===== src/rtl/snoop_pkg.sv =====
package snoop_pkg;

  typedef enum logic [1:0] {
    LS_INV  = 2'd0,
    LS_EXCL = 2'd1,
    LS_MOD  = 2'd2,
    LS_RSVD = 2'd3
  } line_state_e;

  typedef enum logic [1:0] {
    XK_READ        = 2'd0,
    XK_READ_OWN    = 2'd1,
    XK_READ_NOFILL = 2'd2,
    XK_WRITE       = 2'd3
  } xfer_kind_e;

  function automatic logic state_is_valid(line_state_e s);
    return (s == LS_EXCL) || (s == LS_MOD);
  endfunction

endpackage


===== src/rtl/snoop_way_pick.sv =====
module snoop_way_pick
  import snoop_pkg::*;
#(
  parameter int WAYS = 4,
  parameter int SW   = 2
) (
  input  logic [WAYS-1:0]   hit,
  input  logic [2*WAYS-1:0] state,
  output logic              found,
  output logic [SW-1:0]     way_idx,
  output line_state_e       way_state
);

  logic [WAYS-1:0] live_hit;
  line_state_e     st_arr [WAYS];

  // A tag match on an Invalid line is not a hit.
  for (genvar g = 0; g < WAYS; g++) begin : g_way
    assign st_arr[g]   = line_state_e'(state[2*g +: 2]);
    assign live_hit[g] = hit[g] && state_is_valid(st_arr[g]);
  end

  // Lowest index wins: scan from the top so the lowest hit is written last.
  always_comb begin
    found     = 1'b0;
    way_idx   = '0;
    way_state = LS_INV;
    for (int w = WAYS - 1; w >= 0; w--) begin
      if (live_hit[w]) begin
        found     = 1'b1;
        way_idx   = SW'(w);
        way_state = st_arr[w];
      end
    end
  end

endmodule


===== src/rtl/snoop_decide.sv =====
module snoop_decide
  import snoop_pkg::*;
(
  input  logic        valid,
  input  xfer_kind_e  kind,
  input  logic        global_xfer,
  input  logic        collide,
  input  logic        busy,
  input  logic        found,
  input  line_state_e way_state,
  output logic        retry,
  output logic        inval_now,
  output logic        push_start,
  output logic        keep_line
);

  logic hit_mod;
  logic hit_excl;
  logic act;

  assign hit_mod  = found && (way_state == LS_MOD);
  assign hit_excl = found && (way_state == LS_EXCL);

  // Only a global, collision-free hit with no push outstanding takes action.
  assign act = valid && global_xfer && found && !collide && !busy;

  always_comb begin
    retry = 1'b0;
    if (valid) begin
      if (collide) retry = 1'b1;
      else if (global_xfer && found && (busy || hit_mod)) retry = 1'b1;
    end
  end

  assign keep_line  = (kind == XK_READ_NOFILL);
  assign inval_now  = act && hit_excl && !keep_line;
  assign push_start = act && hit_mod;

endmodule


===== src/rtl/snoop_push_ctl.sv =====
module snoop_push_ctl #(
  parameter int AW = 32,
  parameter int SW = 2
) (
  input  logic          clk,
  input  logic          rst_n,
  input  logic          start,
  input  logic [SW-1:0] start_set,
  input  logic [AW-1:0] start_addr,
  input  logic          start_keep,
  input  logic          push_ready,
  output logic          push_valid,
  output logic [SW-1:0] push_set,
  output logic [AW-1:0] push_addr,
  output logic          done,
  output logic [SW-1:0] done_set,
  output logic          done_keep
);

  logic keep_q;

  assign done      = push_valid && push_ready;
  assign done_set  = push_set;
  assign done_keep = keep_q;

  always_ff @(posedge clk) begin
    if (!rst_n) begin
      push_valid <= 1'b0;
      push_set   <= '0;
      push_addr  <= '0;
      keep_q     <= 1'b0;
    end else if (done) begin
      push_valid <= 1'b0;
    end else if (start && !push_valid) begin
      push_valid <= 1'b1;
      push_set   <= start_set;
      push_addr  <= start_addr;
      keep_q     <= start_keep;
    end
  end

endmodule


===== src/rtl/snoop_resp_unit.sv =====
module snoop_resp_unit
  import snoop_pkg::*;
#(
  parameter  int WAYS = 4,
  parameter  int AW   = 32,
  localparam int SW   = (WAYS > 1) ? $clog2(WAYS) : 1
) (
  input  logic              clk,
  input  logic              rst_n,
  input  logic              snp_valid,
  input  logic [1:0]        snp_kind,
  input  logic              snp_global,
  input  logic [AW-1:0]     snp_addr,
  input  logic [WAYS-1:0]   snp_hit,
  input  logic [2*WAYS-1:0] snp_state,
  input  logic              snp_collide,
  output logic              rsp_valid,
  output logic              rsp_retry,
  output logic              rsp_shared,
  output logic [SW-1:0]     rsp_set,
  output logic              upd_valid,
  output logic [SW-1:0]     upd_set,
  output logic [1:0]        upd_state,
  output logic              push_valid,
  input  logic              push_ready,
  output logic [SW-1:0]     push_set,
  output logic [AW-1:0]     push_addr
);

  logic          found;
  logic [SW-1:0] way_idx;
  line_state_e   way_state;
  logic          retry_d;
  logic          inval_now;
  logic          push_start;
  logic          keep_line;
  logic          done;
  logic [SW-1:0] done_set;
  logic          done_keep;

  snoop_way_pick #(.WAYS(WAYS), .SW(SW)) u_pick (
    .hit       (snp_hit),
    .state     (snp_state),
    .found     (found),
    .way_idx   (way_idx),
    .way_state (way_state)
  );

  snoop_decide u_decide (
    .valid       (snp_valid),
    .kind        (xfer_kind_e'(snp_kind)),
    .global_xfer (snp_global),
    .collide     (snp_collide),
    .busy        (push_valid),
    .found       (found),
    .way_state   (way_state),
    .retry       (retry_d),
    .inval_now   (inval_now),
    .push_start  (push_start),
    .keep_line   (keep_line)
  );

  snoop_push_ctl #(.AW(AW), .SW(SW)) u_push (
    .clk        (clk),
    .rst_n      (rst_n),
    .start      (push_start),
    .start_set  (way_idx),
    .start_addr (snp_addr),
    .start_keep (keep_line),
    .push_ready (push_ready),
    .push_valid (push_valid),
    .push_set   (push_set),
    .push_addr  (push_addr),
    .done       (done),
    .done_set   (done_set),
    .done_keep  (done_keep)
  );

  // No Shared state exists, so the shared-hit line is never driven.
  assign rsp_shared = 1'b0;

  always_ff @(posedge clk) begin
    if (!rst_n) begin
      rsp_valid <= 1'b0;
      rsp_retry <= 1'b0;
      rsp_set   <= '0;
    end else begin
      rsp_valid <= snp_valid;
      rsp_retry <= retry_d;
      rsp_set   <= (snp_valid && found) ? way_idx : '0;
    end
  end

  // Push completion and immediate invalidation never coincide: a push
  // outstanding blocks every action of a new snoop.
  always_ff @(posedge clk) begin
    if (!rst_n) begin
      upd_valid <= 1'b0;
      upd_set   <= '0;
      upd_state <= LS_INV;
    end else begin
      upd_valid <= inval_now || done;
      if (done) begin
        upd_set   <= done_set;
        upd_state <= done_keep ? LS_EXCL : LS_INV;
      end else begin
        upd_set   <= way_idx;
        upd_state <= LS_INV;
      end
    end
  end

endmodule


===== config.mk =====
export PLATFORM = sky130hd
export DESIGN_NAME = snoop_resp_unit
export DESIGN_NICKNAME = d
export VERILOG_FILES = /design/src/rtl/snoop_pkg.sv /design/src/rtl/snoop_way_pick.sv /design/src/rtl/snoop_decide.sv /design/src/rtl/snoop_push_ctl.sv /design/src/rtl/snoop_resp_unit.sv
export SDC_FILE = /design/constraint.sdc
export NUM_CORES = 1
export LEC_CHECK = 0
export BUFFER_PORTS_ARGS = -buffer_cell sky130_fd_sc_hd__buf_2
export CORE_MARGIN = 8
export CORE_UTILIZATION = 41
export CTS_BUF_LIST = sky130_fd_sc_hd__clkbuf_16
export DETAILED_ROUTE_END_ITERATION = 6
export PLACE_DENSITY = 0.76
export SYNTH_ARGS = -nofsm -noshare
export SYNTH_HDL_FRONTEND = slang
export SYNTH_SLANG_ARGS = --single-unit

===== constraint.sdc =====
create_clock -name clk -period 1.6 [get_ports clk]
set_clock_uncertainty 0.2 [all_clocks]
set_input_delay 0.16 -clock clk [delete_from_list [all_inputs] [get_ports clk]]
set_output_delay 0.16 -clock clk [all_outputs]
set_load 0.02 [all_outputs]

==> flow_summary.yaml <==
outcome:
  outcome: "finished, violations left"
  failed_checks: "negative setup slack"
place:
  io_buffers: 94
  place_congestion: 0.864
  dp_hpwl_um: 4390
  dpl_worst_slack_ns: -0.296
  dp_cells: 386
layout:
  syn2layout_area_growth_pct: 70.8
  post-route-util_pct: 71.7
  final_cell_mix: "buf_2 (94), dfxtp_1 (43), dlygate4sd3_1 (38)"
  final_layout_size_suffix_gt1_share_pct: 43.0
  stdcell_count: 436
  mostFrequentLayoutCell: "buf_2"
  nets: 432
clocking:
  cts_max_path_buffers: 2
  cts_tree: "yes"
  clk_latency_ns: 0.28
  root_buffer: "clkbuf_16"
  clk_pin_slew_worst_paths_ns: 0.06
  htreeDepth: 2
  cts_buffers: 5
  cts.sinks: 44
min_path:
  holdCritStartpoint: "snp_kind[1]"
  worstHoldPathCells: 4
  min_path_type: "input port to flip-flop"
  min_to: "u_push.done_keep"
grt:
  grt_max_degree: 27
  antenna_found_initial: 1
  overflow: 0
  grtUsageTotal_pct: 18.2
  grt_pass1_vias: 2296
  grt_pass1_wl_um: 11000
synthesis:
  ys_warn_count: 0
  seq_area_frac_synth_pct: 45.0
  synth_cell_types: 44
  ys.flop_type: "dfxtp_1"
  synth_edf_count: 0
  synthesis.instances: 228
  syn_area_per_cell_um2: 8.58
  syn_area_mm2: 0.00196
  synthArstFlopShare_pct: 0
  synth_seq_cells: 44
worst_setup_path:
  crit_type: "flip-flop to flip-flop"
  r2r-start: "u_push.push_valid"
  crit_chain: "nand4b_1 > a31o_4 > buf_12 > o21ai_1 > a21oi_1"
  endpoint_kind: "flip-flop"
  worstPathArrival_ns: 1.58
  cp-start-kind: "flip-flop"
  cp_slowest_cell: "a31o_4"
  max_stage_delay_ns: 0.33
  worstReg2RegEnd: "u_push.push_addr[15]"
  worst_ep_required_time_ns: 1.55
  rr_worst_depth: 5
  r2r_slack_ns: -0.03
  cp_max_fo: 20
floorplan:
  core_area_mm2: 0.00466
  start_util_pct: 42.0
  dieArea_mm2: 0.00724
  die_width_um: 85.1
  core.rowCount: 25
  die_h_um: 85.1
  ios: 97
route:
  wl_per_cell_um: 15.7
  via_per_inst: 5.20
  antenna_left: 0
  drc: 0
  wirelength_um: 6860
  dr.pass1.iters: 6
  route.vias.total: 2266
  dr.first_iter.drc_count: 94
timing:
  worst_slack_ns: -0.0270
  period_needed_ns: 1.63
  slew_viol_final: 0
  finalHoldViolCount: 0
  fin_crit_sh_pct: 102
  setup_violations: 23
  fmax_mhz: 615
  grt_setup_unrepaired: "true"
pwr:
  leakage_uw: 0.00147
  cellPowerDensity_mw_per_mm2: 808
  ir_drop_mv: 0.502
run:
  cap_violations: 0
[sequential cells by signal (all words and copies together), names as in the netlist]
| signal | flops |
|---|---|
| upd_set | 2 |
| upd_state | 1 |
| u_push.push_addr | 32 |
| rsp_valid | 1 |
| u_push.push_valid | 1 |
| u_push.done_set | 2 |
| u_push.done_keep | 1 |
| upd_valid | 1 |
| rsp_set | 2 |
| rsp_retry | 1 |
[worst max-delay path: cells and delay by family (launching register included)]
kind,cells,cell delay (ns)
AOI/OAI and AO/OA,3,0.52
buffers and inverters,1,0.17
DFF,1,0.32
and+or+nand+nor,1,0.29
[synth_stat cells, types with 2 or more instances]
library cell | number | share of area, %
a21oi_1 | 37 | 9.5
a31oi_1 | 2 | 0.64
buf_2 | 3 | 0.77
buf_4 | 3 | 1.2
buf_6 | 6 | 3.5
clkbuf_1 | 4 | 0.77
dfxtp_1 | 44 | 45
inv_1 | 6 | 1.2
mux2i_1 | 2 | 1.0
nand2_1 | 14 | 2.7
nand3_1 | 37 | 9.5
nor2b_1 | 4 | 1.3
o21ai_0 | 29 | 7.4
o21ai_1 | 5 | 1.3
xor2_1 | 3 | 1.3
[worst max-delay path by stage]
stage | start | endpoint | slack, ns
after global routing | u_push.push_valid | u_push.push_addr[15] | -0.1
after floorplan | snp_state[4] | u_push.push_addr[10] | 0.002
after detailed placement | snp_state[4] | u_push.push_addr[27] | -0.30
after global placement | snp_state[4] | u_push.push_addr[19] | -0.23
final | u_push.push_valid | u_push.push_addr[15] | -0.03
after CTS | u_push.push_valid | u_push.push_addr[23] | 0.004
[final cells by class]
class / count / area (um2)
fill: 339 / 1320
timing repair buffer: 161 / 1160
multi-input combinational: 161 / 1060
sequential: 44 / 882
clock buffer: 5 / 125
tap: 54 / 67.6
inverter: 7 / 26.3
clock inverter: 3 / 13.8
antenna: 1 / 2.50
[logic make-up after synthesis]
logic type,Yosys count,synth area share (%)
AOI/OAI and AO/OA,87,26.5
xor gates and xnor gates,4,2.17
buffers and inverters,24,7.86
DFF,44,45.0
muxes,2,1.02
other,1,0.192
and+or+nand+nor,66,17.3
[power breakdown]
| part | leakage, uW | internal (uW) | total, uW | switching [uW] |
|---|---|---|---|---|
| registers | 0.000356 | 1120 | 1130 | 12.1 |
| logic | 0.00104 | 294 | 617 | 323 |
| clock network | 0.0000710 | 566 | 952 | 386 |
| total | 0.00147 | 1980 | 2700 | 720 |
[layer usage]
| layer | part of all wire (%) | track usage, % | vias to the layer above |
|---|---|---|---|
| li1 | - | - | 1120 |
| met1 | 43 | 21.7 | 1054 |
| met2 | 50 | 30.9 | 86 |
| met3 | 5.7 | 4.83 | 6 |
| met4 | 1.4 | 5.99 | 0 |
| met5 | 0 | 0 | - |
[stage by stage]
stage               setup TNS (ns)  area (um2)  power (uW)  hold WS [ns]
detailed placement           -8.56        2670        1640         0.218
floorplan                        0        1980        1420        0.0775
CTS                              0        3200        2660        0.0817
global placement             -7.46        2670        1630         0.214
global route                 -2.26        3340        2820        0.0827
finish                      -0.338        3340        2700        0.0804
[what timing repair did]
action                                  CTS  global route
pin swaps                                 0             4
cloned                                    0             1
endpoints found under the hold margin    40             0
endpoints found under the setup margin   22            35
resized for setup                         4            49
hold buffers                             38             0
buffers inserted                          0             2
Power figures use the tool's default switching activity.
